<file path="src/rtl/sfp_pkg.sv">
package sfp_pkg;
    localparam int HDR_BYTES = 14;   // destination, source, type
    localparam int LEN_BYTES = 2;    // length field after the type
    typedef enum logic {
        ST_COLLECT = 1'b0,
        ST_SEND    = 1'b1
    } state_e;
endpackage

</file>
<file path="src/rtl/sfp_idle_timer.sv">
module sfp_idle_timer #(
    parameter int W = 16
) (
    input  logic         clk,
    input  logic         rst_n,
    input  logic         clr,
    input  logic         tick,
    input  logic [W-1:0] limit,
    output logic         expired
);
    logic [W-1:0] cnt_d, cnt_q;

    always_comb begin
        cnt_d = cnt_q;
        if (clr) begin
            cnt_d = '0;
        end else if (tick && (cnt_q != '1)) begin
            cnt_d = cnt_q + 1'b1;
        end
    end

    always_ff @(posedge clk) begin
        if (!rst_n) cnt_q <= '0;
        else        cnt_q <= cnt_d;
    end

    assign expired = (cnt_q >= limit);

    // the idle count only grows or saturates unless cleared
    a_r6_timer_monotonic: assert property (@(posedge clk) disable iff (!rst_n)
        !clr |=> cnt_q >= $past(cnt_q));
endmodule

</file>
<file path="src/rtl/sfp_word_buf.sv">
module sfp_word_buf #(
    parameter int DEPTH = 11,
    parameter int W     = 32,
    parameter int AW    = 4
) (
    input  logic          clk,
    input  logic          rst_n,
    input  logic          we,
    input  logic [AW-1:0] waddr,
    input  logic [W-1:0]  wdata,
    input  logic [AW-1:0] raddr,
    output logic [W-1:0]  rdata
);
    logic [W-1:0] mem_q [DEPTH];

    for (genvar i = 0; i < DEPTH; i++) begin : g_ent
        always_ff @(posedge clk) begin
            if (we && (waddr == AW'(i))) mem_q[i] <= wdata;
        end
    end

    assign rdata = (int'(raddr) < DEPTH) ? mem_q[raddr] : '0;

    // words are only stored inside the buffer range
    a_r4_wr_in_range: assert property (@(posedge clk) disable iff (!rst_n)
        we |-> int'(waddr) < DEPTH);
endmodule

</file>
<file path="src/rtl/sfp_byte_sel.sv">
module sfp_byte_sel #(
    parameter int          WORD_BYTES = 4,
    parameter int          POS_W      = 11,
    parameter int          CNT_W      = 4,
    parameter int          BSEL_W     = 2,
    parameter logic [47:0] DST_MAC    = 48'h02_11_22_33_44_55,
    parameter logic [47:0] SRC_MAC    = 48'h02_AA_BB_CC_DD_EE,
    parameter logic [15:0] ETHER_TYPE = 16'h88B5
) (
    input  logic [POS_W-1:0]        pos,
    input  logic [POS_W-1:0]        widx,
    input  logic [BSEL_W-1:0]       bsel,
    input  logic                    long_f,
    input  logic [CNT_W-1:0]        cnt,
    input  logic [8*WORD_BYTES-1:0] word,
    output logic [7:0]              byte_o
);
    localparam int WORD_W = 8 * WORD_BYTES;

    logic [15:0]       len16;
    logic [WORD_W-1:0] shifted;
    int                p;

    always_comb begin
        p       = int'(pos);
        len16   = long_f ? 16'd0 : 16'(int'(cnt) * WORD_BYTES);
        shifted = word << (8 * int'(bsel));
        if (p < 6) begin
            byte_o = DST_MAC[8*(5-p) +: 8];
        end else if (p < 12) begin
            byte_o = SRC_MAC[8*(11-p) +: 8];
        end else if (p == 12) begin
            byte_o = ETHER_TYPE[15:8];
        end else if (p == 13) begin
            byte_o = ETHER_TYPE[7:0];
        end else if (p == 14) begin
            byte_o = len16[15:8];
        end else if (p == 15) begin
            byte_o = len16[7:0];
        end else if (long_f || (widx < POS_W'(cnt))) begin
            byte_o = shifted[WORD_W-1 -: 8];
        end else begin
            byte_o = 8'h00;
        end
    end
endmodule

</file>
<file path="src/rtl/stream_frame_packer.sv">
module stream_frame_packer
    import sfp_pkg::*;
#(
    parameter int          WORD_BYTES  = 4,
    parameter int          MIN_PAYLOAD = 46,
    parameter int          MAX_PAYLOAD = 1500,
    parameter int          IDLE_W      = 16,
    parameter logic [47:0] DST_MAC     = 48'h02_11_22_33_44_55,
    parameter logic [47:0] SRC_MAC     = 48'h02_AA_BB_CC_DD_EE,
    parameter logic [15:0] ETHER_TYPE  = 16'h88B5
) (
    input  logic                    clk,
    input  logic                    rst_n,
    input  logic [IDLE_W-1:0]       cfg_idle_limit,
    input  logic [8*WORD_BYTES-1:0] in_data,
    input  logic                    in_valid,
    output logic                    in_ready,
    output logic [7:0]              tx_data,
    output logic                    tx_valid,
    output logic                    tx_last,
    input  logic                    tx_ready
);
    localparam int WORD_W     = 8 * WORD_BYTES;
    localparam int MIN_WORDS  = (MIN_PAYLOAD - LEN_BYTES) / WORD_BYTES;
    localparam int MAX_WORDS  = (MAX_PAYLOAD - LEN_BYTES) / WORD_BYTES;
    localparam int DATA_START = HDR_BYTES + LEN_BYTES;
    localparam int SHORT_END  = HDR_BYTES + MIN_PAYLOAD - 1;
    localparam int LONG_LIMIT = DATA_START + MAX_WORDS * WORD_BYTES;
    localparam int POS_W      = $clog2(LONG_LIMIT + 1);
    localparam int CNT_W      = $clog2(MIN_WORDS + 1);
    localparam int ADDR_W     = $clog2(MIN_WORDS);
    localparam int BSEL_W     = $clog2(WORD_BYTES);

    typedef struct packed {
        state_e             state;
        logic [CNT_W-1:0]   cnt;    // words held in the buffer
        logic [POS_W-1:0]   pos;    // byte index in the frame
        logic               close;  // end decided at a word boundary
        logic [WORD_W-1:0]  cur;    // word beyond the buffer
    } regs_t;

    regs_t r_d, r_q;

    logic [POS_W-1:0]  doff, widx;
    logic [BSEL_W-1:0] bsel;
    logic              at_data, in_buf, long_f, wait_pt, end_frame;
    logic [ADDR_W-1:0] rd_addr;
    logic [WORD_W-1:0] buf_rdata, word;
    logic              wr_en, tmr_clr, tmr_tick, expired;
    logic [7:0]        sel_byte;

    // frame position decode
    always_comb begin
        doff    = r_q.pos - POS_W'(DATA_START);
        widx    = doff >> BSEL_W;
        bsel    = doff[BSEL_W-1:0];
        at_data = (r_q.pos >= POS_W'(DATA_START));
        in_buf  = (widx < POS_W'(MIN_WORDS));
        rd_addr = in_buf ? widx[ADDR_W-1:0] : '0;
        word    = in_buf ? buf_rdata : r_q.cur;
        long_f  = (r_q.cnt == CNT_W'(MIN_WORDS));
        wait_pt = long_f && at_data && (bsel == BSEL_W'(WORD_BYTES - 1))
                  && (widx >= POS_W'(MIN_WORDS - 1))
                  && (widx <  POS_W'(MAX_WORDS - 1));
        end_frame = long_f
                  ? (at_data && (bsel == BSEL_W'(WORD_BYTES - 1))
                     && (widx == POS_W'(MAX_WORDS - 1)))
                  : (r_q.pos == POS_W'(SHORT_END));
    end

    // next-state computation
    always_comb begin
        r_d      = r_q;
        in_ready = 1'b0;
        tx_valid = 1'b0;
        tx_last  = 1'b0;
        wr_en    = 1'b0;
        tmr_clr  = 1'b0;
        tmr_tick = 1'b0;
        unique case (r_q.state)
            ST_COLLECT: begin
                in_ready = 1'b1;
                if (in_valid) begin
                    wr_en   = 1'b1;
                    tmr_clr = 1'b1;
                    r_d.cnt = r_q.cnt + 1'b1;
                    if (r_q.cnt == CNT_W'(MIN_WORDS - 1)) begin
                        r_d.state = ST_SEND;
                        r_d.pos   = '0;
                    end
                end else if (r_q.cnt != '0) begin
                    if (expired) begin
                        r_d.state = ST_SEND;
                        r_d.pos   = '0;
                        tmr_clr   = 1'b1;
                    end else begin
                        tmr_tick = 1'b1;
                    end
                end else begin
                    tmr_clr = 1'b1;
                end
            end
            ST_SEND: begin
                if (wait_pt && !r_q.close) begin
                    if (in_valid) begin
                        tx_valid = 1'b1;
                        in_ready = tx_ready;
                        tmr_clr  = 1'b1;
                        if (tx_ready) begin
                            r_d.cur = in_data;
                            r_d.pos = r_q.pos + 1'b1;
                        end
                    end else if (expired) begin
                        r_d.close = 1'b1;
                    end else begin
                        tmr_tick = 1'b1;
                    end
                end else begin
                    tx_valid = 1'b1;
                    tx_last  = r_q.close || end_frame;
                    tmr_clr  = 1'b1;
                    if (tx_ready) begin
                        r_d.pos = r_q.pos + 1'b1;
                        if (tx_last) begin
                            r_d.state = ST_COLLECT;
                            r_d.cnt   = '0;
                            r_d.pos   = '0;
                            r_d.close = 1'b0;
                        end
                    end
                end
            end
            default: r_d = r_q;
        endcase
    end

    always_ff @(posedge clk) begin
        if (!rst_n) r_q <= '{state: ST_COLLECT, default: '0};
        else        r_q <= r_d;
    end

    sfp_word_buf #(
        .DEPTH (MIN_WORDS),
        .W     (WORD_W),
        .AW    (ADDR_W)
    ) u_buf (
        .clk   (clk),
        .rst_n (rst_n),
        .we    (wr_en),
        .waddr (r_q.cnt[ADDR_W-1:0]),
        .wdata (in_data),
        .raddr (rd_addr),
        .rdata (buf_rdata)
    );

    sfp_idle_timer #(
        .W (IDLE_W)
    ) u_timer (
        .clk     (clk),
        .rst_n   (rst_n),
        .clr     (tmr_clr),
        .tick    (tmr_tick),
        .limit   (cfg_idle_limit),
        .expired (expired)
    );

    sfp_byte_sel #(
        .WORD_BYTES (WORD_BYTES),
        .POS_W      (POS_W),
        .CNT_W      (CNT_W),
        .BSEL_W     (BSEL_W),
        .DST_MAC    (DST_MAC),
        .SRC_MAC    (SRC_MAC),
        .ETHER_TYPE (ETHER_TYPE)
    ) u_sel (
        .pos    (r_q.pos),
        .widx   (widx),
        .bsel   (bsel),
        .long_f (long_f),
        .cnt    (r_q.cnt),
        .word   (word),
        .byte_o (sel_byte)
    );

    assign tx_data = sel_byte;

    // a stalled byte stays put (source holds in_valid until taken)
    a_r7_hold_stable: assert property (@(posedge clk) disable iff (!rst_n)
        tx_valid && !tx_ready |=> tx_valid && $stable(tx_data) && $stable(tx_last));

    // no frame ends before the minimum size
    a_r3_min_frame: assert property (@(posedge clk) disable iff (!rst_n)
        tx_valid && tx_last |-> r_q.pos >= POS_W'(SHORT_END));

    // the byte index never runs past a full frame
    a_r5_max_frame: assert property (@(posedge clk) disable iff (!rst_n)
        r_q.state == ST_SEND |-> r_q.pos < POS_W'(LONG_LIMIT));

    // sending only starts with at least one word held
    a_r6_nonempty: assert property (@(posedge clk) disable iff (!rst_n)
        r_q.state == ST_SEND |-> r_q.cnt != '0);

    // no word is taken while the header is going out
    a_r8_no_accept_in_header: assert property (@(posedge clk) disable iff (!rst_n)
        in_valid && in_ready && r_q.state == ST_SEND |-> r_q.pos >= POS_W'(DATA_START));
endmodule

</file>
<file path="config.mk">
export PLATFORM = sky130hd
export DESIGN_NAME = stream_frame_packer
export DESIGN_NICKNAME = d
export VERILOG_FILES = /design/src/rtl/sfp_pkg.sv /design/src/rtl/sfp_idle_timer.sv /design/src/rtl/sfp_word_buf.sv /design/src/rtl/sfp_byte_sel.sv /design/src/rtl/stream_frame_packer.sv
export SDC_FILE = /design/constraint.sdc
export NUM_CORES = 1
export LEC_CHECK = 0
export BUFFER_PORTS_ARGS = -buffer_cell sky130_fd_sc_hd__buf_4
export CAP_MARGIN = 20
export CORE_MARGIN = 5
export CORE_UTILIZATION = 45
export DETAILED_ROUTE_END_ITERATION = 8
export MAX_ROUTING_LAYER = met4
export PLACE_DENSITY = 0.65
export SYNTH_ARGS = -nofsm -noshare
export SYNTH_HDL_FRONTEND = slang
export SYNTH_SLANG_ARGS = --single-unit
</file>
<file path="constraint.sdc">
create_clock -name clk -period 9.54 [get_ports clk]
set_input_delay 1.908 -clock clk [delete_from_list [all_inputs] [get_ports clk]]
set_output_delay 1.908 -clock clk [all_outputs]
set_load 0.05 [all_outputs]
</file>
* Word level (Yosys, flattened, before mapping)
Memories as Yosys holds them, arrays and structs flattened. Cells that the tools add are included.
Word-level totals: register bits after elaboration 65, word-level logic and storage cells 197, memories kept 1, output and inout bits 11, RAM bits 352, latch bits 0, input port bits 52, memory bits (read-only) 0
Memory list:
- u_buf.mem_q | words 11, bits a word 32, rd ports 1, clocked after memory_dff 0, write ports 1, RTL line sfp_word_buf.sv:14 | logic [W-1:0] mem_q [DEPTH];
Operators by class: add/subtract/negate cells 6, shifts and indexed selects 3, magnitude comparators 9, $mul 0, reductions and logical operators 41, multiplexer cells 100, equality and inequality tests 29, div/mod/pow operators 0, bitwise gates (word level) 2
Operators with widths (number):
- $mux 32 | 12
- $reduce_or 32->1 | 10
- $shiftx 48x32->8 const A | 2
- $mux 11 | 6
- $mux 8 | 7
- $mux 1 | 54
- $mux 4 | 12
- $eq 11x5->1 const B | 4
- $mux 17 | 2
- $pmux 16 s2 | 1
- $shl 32x5->32 | 1
- $logic_and 1x1->1 | 19
- $add 16x1->16 const B | 1
- $eq 4x3->1 const B | 4
- $eq 4x4->1 const B | 4
- $ge 16x16->1 | 1
- $ne 16x16->1 const B | 1
- $mux 12 | 1
- $ne 3x3->1 const B | 4
- $sub 3x11->12 const A | 1
- $sub 4x11->12 const A | 1
- $add 11x1->11 const B | 1
- $eq 11x6->1 const B | 1
- $ge 11x5->1 const B | 1
- 27 further kinds | 39

* Depth between registers and ports, before layout
word-level depth 16, depth in mapped cells 16, mapped depth without buffers 11

* Modules after synthesis
Synthesis repeated with hierarchy kept, for this count alone.
Second synthesis, totals: cell total of the unflattened synthesis 1342, area total of the unflattened synthesis 18883.1 um^2
By module, submodules not included:
- sfp_word_buf | cells each 746, instances 1, area each 13830.8 um^2, seq. area each 10570.1 um^2
- stream_frame_packer | cells each 332, instances 1, area each 2920.3 um^2, seq. area each 980.9 um^2
- sfp_idle_timer | cells each 152, instances 1, area each 1241.2 um^2, seq. area each 320.3 um^2
- sfp_byte_sel | cells each 112, instances 1, area each 890.9 um^2, seq. area each 0.0 um^2

* Worst setup path after synthesis
No wires, ideal clock.
path type register -> output, start reg r_q[37] (netlist bit), end out tx_data[0], arrival time 4.340 ns, buffers on the path 5, cell stages (with the launch flop) 15, required time 7.632 ns, path slack 3.292 ns, cell sequence dfxtp_1 -> buf_6 -> buf_2 -> clkinv_1 -> ha_1 -> o21bai_1 -> a211o_4 -> a211oi_2 -> buf_4 -> buf_4 -> buf_2 -> mux2i_1 -> a221oi_1 -> a21oi_1 -> a211oi_1
Between the ends: word-level cells in the longest chain between the ends 14, elaborated cells on any way between the ends 27, those cells by class 3 x add/sub; 5 x order compare; 4 x eq/ne; 3 x shift; 10 x mux; 1 x reduce/logical; 1 x memory
RTL lines:
- start, declared | RTL line stream_frame_packer.sv:42 | regs_t r_d, r_q;
- start signal, assigned | RTL line stream_frame_packer.sv:139 | else r_q <= r_d;
- $sub 11x5->11 | RTL line stream_frame_packer.sv:54 | doff = r_q.pos - POS_W'(DATA_START);
- $lt 9x4->1 | RTL line stream_frame_packer.sv:58 | in_buf = (widx < POS_W'(MIN_WORDS));
- $mux 4 | RTL line stream_frame_packer.sv:59 | rd_addr = in_buf ? widx[ADDR_W-1:0] : '0;
- $mem_v2 11x32 or $lt 4x4->1 (tied branches)
- $mux 32 | RTL line sfp_word_buf.sv:22 | assign rdata = (int'(raddr) < DEPTH) ? mem_q[raddr] : '0;
- $mux 32 | RTL line stream_frame_packer.sv:60 | word = in_buf ? buf_rdata : r_q.cur;
- $shl 32x5->32 | RTL line sfp_byte_sel.sv:27 | shifted = word << (8 * int'(bsel));
- $mux 8 | RTL line sfp_byte_sel.sv:40 | end else if (long_f || (widx < POS_W'(cnt))) begin
- $mux 8 | RTL line sfp_byte_sel.sv:38 | end else if (p == 15) begin
- $mux 8 | RTL line sfp_byte_sel.sv:36 | end else if (p == 14) begin
- $mux 8 | RTL line sfp_byte_sel.sv:34 | end else if (p == 13) begin
- $mux 8 | RTL line sfp_byte_sel.sv:32 | end else if (p == 12) begin
- $mux 8 | RTL line sfp_byte_sel.sv:30 | end else if (p < 12) begin
- $mux 8 * | RTL line sfp_byte_sel.sv:28 | if (p < 6) begin
- end, declared | RTL line stream_frame_packer.sv:18 | output logic [7:0] tx_data,
Mark *: on every way between the ends. The rest lies on a longest branch, timed or not.

* Worst setup path in the final report
start reg r_q[37] (netlist bit), end out tx_data[3]
Same word-level chain as after synthesis.

==> impl_metrics.toml <==
[timing]
holdWs_ns = 0.517
skew_ns = 0.0256
drv_slew = 0
fmaxAchievable_mhz = 124
slew_headroom_pct = 14.0
period_needed_ns = 8.09
fin_crit_sh_pct = 84.8
finalSetupViolCount = 0
worstMarginPinSlew_ns = 1.29
rsz0062_at_grt = "no"
finalSetupTns_ns = 0
hold_viol = 0

[critical_path]
r2r_cells = 12
crit_required_ns = 7.63
worstPathCellList = "buf_4 > clkinv_1 > ha_1 > nand2_1 > a211oi_4 > buf_12 > mux2i_1 > mux2i_1 > o32ai_1 > a311oi_1 > o21ai_0 > a31oi_1 > buf_4"
slowest_delay_ns = 0.94
crit_arrival_ns = 6.18
start_kind = "flip-flop"
r2r_end = "r_q[37]"
worstSetupPathType = "flip-flop to output pin"
timing.rr.start = "r_q[37]"
critPathMaxFanout = 45
crit_slowest_cell = "ha_1"
ff2ff_setup_slack_ns = 4.90
crit_path_end_kind = "output pin"

[detailed_routing]
drtAntennaViolNets = 0
routed-via-count = 12459
routedWlPerCell_um = 26.4
drc = 0
firstDrtPassIters = 7
avgViaCountPerCell = 6.21
drt_iter0_drc = 1500
wl_um = 53100

[power]
power.density_nw_per_um2 = 178
p_leak_nw = 6.90
peakVddDrop_v = 0.000165

[hold_path]
hold_start = "r_q[14]"
hold_end = "r_q[14]"
hp-class = "flip-flop to flip-flop"
min_path_cells = 2

[place]
io_buffers = 62
dp_cells = 1930
postPlaceCellArea_um2 = 19700
dp_hpwl_um = 33400
gp_congestion = 0.925

[clocking]
insertion_delay_ns = 0.59
hold_buffers = 0
h-tree-depth = 2
cts_tree = "done"
cts_num_sinks = 417
clk_path_buf_depth = 3
cts_buffers = 42
cts_setup_buffers = 0
cts_resized = 0
path_clk_slew_ns = 0.07
cts_root_buf = "clkbuf_16"

[synthesis]
synth_area_leader_cell = "edfxtp_1"
synth_common_cells = "edfxtp_1, nand2_1, mux2i_1"
synth_top_area_share_pct = 56.5
ys_seq_elements = 417
syn_inst = 1385
synth.area.top_cells = "edfxtp_1, dfxtp_1, mux2i_1, mux4_2, nand2_1"
synth.distinct_cells = 86
netlist_area_um2 = 18700
muxShareOfSynthArea_pct = 7.85
synth_fa_ha_area_share_pct = 2.47
synth_compound_area_share_pct = 11.6
synth_edf_count = 352
synthArstFlopShare_pct = 0
yosysMostFrequentCell = "edfxtp_1"
synth-simple-area-share_pct = 10.6
synth-xor-area-share_pct = 1.26
avgSynthCellArea_um2 = 13.5
yosysWarnings = 0
ys_seq_area_share_pct = 63.4
syn_nets = 1474
synth-main-ff-cell = "edfxtp_1"
synth_top_family_by_area = "compound AO/OA/AOI/OAI gates"

[cells_and_area]
layout-drive-gt1-share_pct = 15.5
final_area_um2 = 21100
syn2layout_area_growth_pct = 12.6
insertedDiodeCount = 0
instances_no_fill = 2007
final_nets = 1531

[die]
row_count = 74
core_um2 = 41000
fp.dieW_um = 214
ioPinCount = 63
initial_core_util_pct = 45.6
fp.dieH_um = 214
die_area_um2 = 45800

[global_routing]
grt_pass1_wl_um = 79400
grt_usage_pct = 23.4
antenna_found_initial = 0
grt_pass1_vias = 12197
grt_start_max_net_pins = 46
grt-ovfl-total = 0

[outcome]
status = "completed"

[run]
drv_cap = 0
-- metrics by stage --
stage / power [mW] / utilization (%) / worst slack (ns)
3_5_place_dp: 2.15 / 48.0 / 2.17
2_1_floorplan: 2.09 / - / 3.29
6_report: 3.76 / 51.4 / 1.45
3_3_place_gp: 2.15 / 48.0 / 2.24
5_1_grt: 3.87 / 51.4 / 1.22
4_1_cts: 3.79 / 51.4 / 1.55
-- layout make-up --
| cell class | count | area [µm²] |
|---|---|---|
| Fill cell | 3474 | 19900 |
| Multi-Input combinational cell | 860 | 6360 |
| Tap cell | 532 | 666 |
| Sequential cell | 417 | 11900 |
| Inverter | 35 | 131 |
| Timing Repair Buffer | 86 | 666 |
| Clock inverter | 20 | 196 |
| Clock buffer | 57 | 1180 |
-- registers in the layout, summed over array words and instances (netlist names) --
signal / cells
u_buf.mem_q: 352
r_q: 49
u_timer.cnt_q: 16
-- metal layers --
layer	wire length [µm]	track usage, %
met1	22200	31.4
met5	0	-
met3	4330	3.84
met4	1960	8.80
met2	24600	36.2
-- where the power goes --
| group | total, mW | internal (mW) | switching (mW) |
|---|---|---|---|
| logic | 0.102 | 0.0333 | 0.0688 |
| clock network | 1.65 | 0.954 | 0.699 |
| registers | 2.01 | 2.00 | 0.00683 |
| total | 3.76 | 2.99 | 0.775 |
-- cell usage in the layout, fill, tap and decap left out, types with 14 or more instances in the layout --
master / count
xnor2_1: 17
a31oi_1: 20
nand3_1: 35
nor2b_1: 42
nand4_1: 14
o21ai_0: 48
ha_1: 37
nor3_1: 30
clkbuf_16: 43
edfxtp_1: 352
a221oi_1: 32
a21oi_1: 43
mux4_2: 25
dfxtp_1: 63
nand2_1: 124
mux2i_1: 74
inv_1: 32
a211oi_1: 17
buf_4: 84
nor2_1: 72
-- logic make-up (layout without fill, tap and decap cells) --
logic type               after synthesis  count (layout)
AO/OA/AOI/OAI                        291             291
XOR/XNOR                              27              27
adder cells (fa/ha/maj)               37              37
buffers and inverters                108             198
flip-flops                           417             417
multiplexers                         111             111
AND/OR/NAND/NOR                      394             394
-- worst max-delay path: cells and delay by family, from the launching register on --
family | cells | cell delay [ns]
adder cells (fa/ha/maj) | 1 | 0.94
AND/OR/NAND/NOR | 1 | 0.54
flip-flops | 1 | 0.31
AO/OA/AOI/OAI | 5 | 1.93
multiplexers | 2 | 0.33
buffers and inverters | 4 | 1.50
-- worst max path at each step --
stage | start | endpoint | slack [ns] | cells past startpoint
after global routing | r_q[37] | tx_data[3] | 1.22 | 13
after detailed placement | r_q[37] | tx_data[3] | 2.17 | 13
final | r_q[37] | tx_data[3] | 1.45 | 13
after CTS | r_q[37] | tx_data[3] | 1.55 | 13
after floorplan | r_q[37] | tx_data[0] | 3.29 | 14
after global placement | r_q[37] | tx_data[3] | 2.24 | 13
Note: power is estimated with default switching activity, not from simulation.
